<file path="src/rtl/edo_pkg.sv">
package edo_pkg;

    localparam int LANES = 4;

    typedef enum logic [2:0] {
        CYC_IDLE    = 3'd0,
        CYC_READ    = 3'd1,
        CYC_EWRITE  = 3'd2,
        CYC_RMW     = 3'd3,
        CYC_RASONLY = 3'd4,
        CYC_CBR     = 3'd5,
        CYC_HIDDEN  = 3'd6
    } cyc_kind_e;

    typedef struct packed {
        logic             ras;
        logic [LANES-1:0] cas;
        logic             we;
        logic             oe;
    } strobe_t;

endpackage

</file>
<file path="src/rtl/edo_strobe_sync.sv">
module edo_strobe_sync
    import edo_pkg::*;
#(
    parameter int ADDR_W = 3
) (
    input  logic              clk,
    input  logic              rst_n,
    input  strobe_t           strb_i,
    input  logic [ADDR_W-1:0] addr_i,
    input  logic [LANES-1:0]  din_i,
    output strobe_t           cur_o,
    output logic              ras_fall_o,
    output logic              ras_rise_o,
    output logic [LANES-1:0]  cas_fall_o,
    output logic              we_fall_o,
    output logic [ADDR_W-1:0] addr_o,
    output logic [LANES-1:0]  din_o
);

    typedef struct packed {
        strobe_t           cur;
        strobe_t           prv;
        logic [ADDR_W-1:0] addr;
        logic [LANES-1:0]  din;
    } sync_t;

    sync_t sync_d, sync_q;

    always_comb begin
        sync_d      = sync_q;
        sync_d.prv  = sync_q.cur;
        sync_d.cur  = strb_i;
        sync_d.addr = addr_i;
        sync_d.din  = din_i;
    end

    always_ff @(posedge clk or negedge rst_n) begin
        if (!rst_n) begin
            sync_q.cur  <= '1;
            sync_q.prv  <= '1;
            sync_q.addr <= '0;
            sync_q.din  <= '0;
        end else begin
            sync_q <= sync_d;
        end
    end

    assign cur_o      = sync_q.cur;
    assign ras_fall_o = sync_q.prv.ras & ~sync_q.cur.ras;
    assign ras_rise_o = ~sync_q.prv.ras & sync_q.cur.ras;
    assign cas_fall_o = sync_q.prv.cas & ~sync_q.cur.cas;
    assign we_fall_o  = sync_q.prv.we & ~sync_q.cur.we;
    assign addr_o     = sync_q.addr;
    assign din_o      = sync_q.din;

endmodule

</file>
<file path="config.mk">
export PLATFORM = sky130hd
export DESIGN_NAME = edo_strobe_sync
export DESIGN_NICKNAME = d
export VERILOG_FILES = /design/src/rtl/edo_pkg.sv /design/src/rtl/edo_strobe_sync.sv
export SDC_FILE = /design/constraint.sdc
export NUM_CORES = 1
export LEC_CHECK = 0
export ABC_AREA = 1
export ABC_CLOCK_PERIOD_IN_PS = 1370
export BUFFER_PORTS_ARGS = -buffer_cell sky130_fd_sc_hd__buf_2
export CAP_MARGIN = 40
export CORE_MARGIN = 2
export CORE_UTILIZATION = 44
export DETAILED_ROUTE_END_ITERATION = 10
export PLACE_DENSITY = 0.79
export SYNTH_ARGS = -nofsm -noshare
export SYNTH_HDL_FRONTEND = slang
export SYNTH_SLANG_ARGS = --single-unit
</file>
<file path="constraint.sdc">
create_clock -name clk -period 1.37 [get_ports clk]
set_input_delay 0.0685 -clock clk [delete_from_list [all_inputs] [get_ports clk]]
set_output_delay 0.0685 -clock clk [all_outputs]
set_load 0.005 [all_outputs]
</file>
### Word level (Yosys, flattened, before mapping)

Cells that the tools add are included.

* add/sub/neg operators: 0
* multiply operators: 0
* divide/modulo/power cells: 0
* magnitude comparators: 0
* equal/unequal tests: 0
* shift operators: 0
* muxes and demuxes: 0
* bitwise operators: 8
* reductions and logical operators: 0

Operator list (count)
* AND 4 bit: 1
* inverter 4 bit: 1
* AND 1 bit: 3
* inverter 1 bit: 3

* register bits: 20
* latch bits: 0
* bits in writable memories: 0
* bits in read-only memories: 0
* output and inout port bits: 21
* memories: 0

### Longest topological paths before layout

* depth after elaboration: 2
* depth in mapped cells: 2

### Worst setup path before layout

Ideal clock, no wire load.

* path type: register to output
* from: register sync_q (netlist bit cur_o[6])
* to: output port ras_rise_o
* arrival: 0.658 ns
* required time: 1.302 ns
* setup slack: 0.644 ns
* stages on the path, launching flop included: 3
* cell sequence: dfstp_2 -> inv_1 -> nor2_1

* word-level cells in the longest chain between the ends: 1

Ends and longest elaborated chain
* start, declared: line edo_strobe_sync.sv:27 `sync_t sync_d, sync_q;`
* start signal, assigned: line edo_strobe_sync.sv:44 `sync_q <= sync_d;`
* AND 1 bit: line edo_strobe_sync.sv:50 `assign ras_rise_o = ~sync_q.prv.ras & sync_q.cur.ras;`
* end, declared: line edo_strobe_sync.sv:13 `output logic ras_rise_o,`

No other way between the ends.

### Worst setup path in the final report

Ends and elaborated chain as after synthesis.

==> impl_metrics.py <==
metrics = {
    "status": {
        "outcome": "completed",
    },
    "sta": {
        "hold_violations": 0,
        "finalCriticalPeriod_ns": 1.14,
        "setup_viol_count_final": 0,
        "fin_hold_ws_ns": 0.239,
        "rsz0062_at_grt": "no",
        "fin_setup_tns_ns": 0,
        "finalWorstSetupSlack_ns": 0.226,
        "clock_skew_ns": 0.000312,
        "slew_headroom_pct": 72.9,
        "drv_slew": 0,
        "fmax_ghz": 0.875,
        "tightest_slew_ns": 0.407,
        "period_share_pct": 83.5,
    },
    "synth": {
        "syn-num-nets": 64,
        "synth-warning-count": 0,
        "syn_area_sq_um": 674,
        "yosysUniqueCellTypes": 5,
        "synth_top_area_share_pct": 50.6,
        "ys_top_cells_by_area": "dfstp_2, dfrtp_1, buf_4, inv_1, nor2_1",
        "synth_area_per_cell_sq_um": 14.0,
        "ys_ff_latch": 20,
        "yosysTopAreaCell": "dfstp_2",
        "synthCells": 48,
        "seq_area_frac_synth_pct": 76.6,
    },
    "clock_network": {
        "postCtsSetupBuffers": 0,
        "clk_pin_slew_ns": 0.10,
        "cts.sinks": 20,
        "cts_buffers": 3,
        "cts_tree": "yes",
        "cts-root-buf": "clkbuf_4",
        "clk_path_buf_depth": 2,
        "h-tree-depth": 1,
        "clock_latency_ns": 0.28,
    },
    "finish": {
        "seqCellArea_sq_um": 517,
        "fin_nets": 106,
        "drive_gt1_share_pct": 58.4,
        "fillers": 131,
        "multi_input_area_sq_um": 26.3,
        "area_delta_synth_final_pct": 40.3,
        "stdcell_count": 105,
        "antenna_cells": 0,
    },
    "drt": {
        "drt-initial-drc-count": 0,
        "num_vias": 427,
        "top_layer": "met4",
        "wl_met3_microns": 65,
        "ant_nets": 0,
        "met1_length_microns": 359,
        "wl_met2_microns": 586,
        "vias_per_cell": 4.07,
        "routed_wl_microns": 1030,
        "routedWlPerCell_microns": 9.77,
        "drc_errors": 0,
        "dr.pass1.iters": 1,
    },
    "worst_setup_path": {
        "path_cells": "inv_1, nor2_1, buf_2",
        "crit_family": "flip-flops",
        "max_stage_delay_ns": 0.56,
        "cp_data_required_time_ns": 1.30,
        "critPathSlowestCell": "dfstp_2",
        "reg2reg_slack_ns": 0.75,
        "crit_buf_inv": 2,
        "cp_max_fo": 4,
        "critical_path_class": "register to output pin",
        "cp-start-kind": "register",
        "cp.arrival_ns": 1.08,
        "endpoint_kind": "output pin",
    },
    "grt": {
        "gr-total-overflow": 0,
        "grt_pass1_wl_microns": 1660,
        "grt_max_degree": 21,
        "grt.total_usage_pct": 12.5,
        "antenna_found_initial": 0,
        "grt_pass1_vias": 449,
    },
    "power": {
        "p_per_area_mw_per_mm2": 1080,
        "power_mw": 1.02,
        "leakage_nw": 0.494,
        "ir_drop_mv": 0.544,
    },
    "placement": {
        "place_inst": 86,
        "place_congestion": 0.614,
        "preCtsSetupSlack_ns": 0.538,
        "port_buffers": 36,
    },
    "worst_hold_path": {
        "hold_class": "primary input to asynchronous set/reset pin",
    },
    "die": {
        "die_y_microns": 43.2,
        "rows": 14,
        "fp.dieW_microns": 43.2,
        "dieArea_sq_mm": 0.00186,
        "ios": 37,
        "start_util_pct": 45.8,
        "core_region_area_sq_mm": 0.00147,
    },
    "job": {
        "max_cap_viol_count": 0,
    },
}
state kept, by name (all words and copies together), names as in the netlist:
signal / flops
sync_q: 6
addr_o: 3
cur_o: 7
din_o: 4
layer usage:
layer | up-vias | global-route usage, %
li1 | 205 | -
met1 | 200 | 11.0
met2 | 20 | 24.8
met3 | 2 | 1.28
met4 | 0 | 9.09
met5 | - | 0
cell type report:
| class | instances | area share (%) |
|---|---|---|
| multi-input cells | 7 | 2.78 |
| inverters | 7 | 2.78 |
| flip-flops and latches | 20 | 54.6 |
| clock buffers | 4 | 2.78 |
| repair buffers | 51 | 34.9 |
| well taps | 16 | 2.12 |
path summary, 6_finish.rpt:
check                      startpoint         end  cells after the start
max                          cur_o[6]  ras_rise_o                      3
min                             rst_n   addr_o[2]                      2
max reg2reg                  cur_o[6]  sync_q[13]                      0
min reg2reg                  cur_o[1]   sync_q[8]                      0
max in group asynchronous       rst_n    cur_o[2]                      2
min in group clk             cur_o[1]   sync_q[8]                      0
through the flow:
step	util (%)	instance area (sq um)
after floorplan	-	674
after global routing	64.3	946
after detailed placement	52.3	769
final	64.3	946
after CTS	64.3	946
after global placement	52.3	769
cell families (layout without fill, tap and decap cells):
kind of cell | count (synthesis) | count (layout) | share of synthesized area [%]
flip-flops | 20 | 20 | 76.6
AND/OR/NAND/NOR | 7 | 7 | 3.90
buffers and inverters | 21 | 62 | 19.5
synth_stat cells:
library cell,instances
buf_4,14
dfrtp_1,7
dfstp_2,13
inv_1,7
nor2_1,7
where the power goes:
group | switching, mW | internal [mW] | total [mW]
registers | 0.0120 | 0.636 | 0.648
clock network | 0.152 | 0.113 | 0.265
logic | 0.0397 | 0.0668 | 0.106
cell usage in the layout, fill, tap and decap left out, drive strengths merged:
cell and n:
buf 36, clkbuf 4, dfrtp 7, dfstp 13, dlygate4sd3 15, inv 7, nor2 7
what timing repair did:
item / CTS / global route
endpoints found under the hold margin: 21 / 0
hold buffers: 15 / 0
resized for setup: 0 / 0
Power figures use the tool's default switching activity.
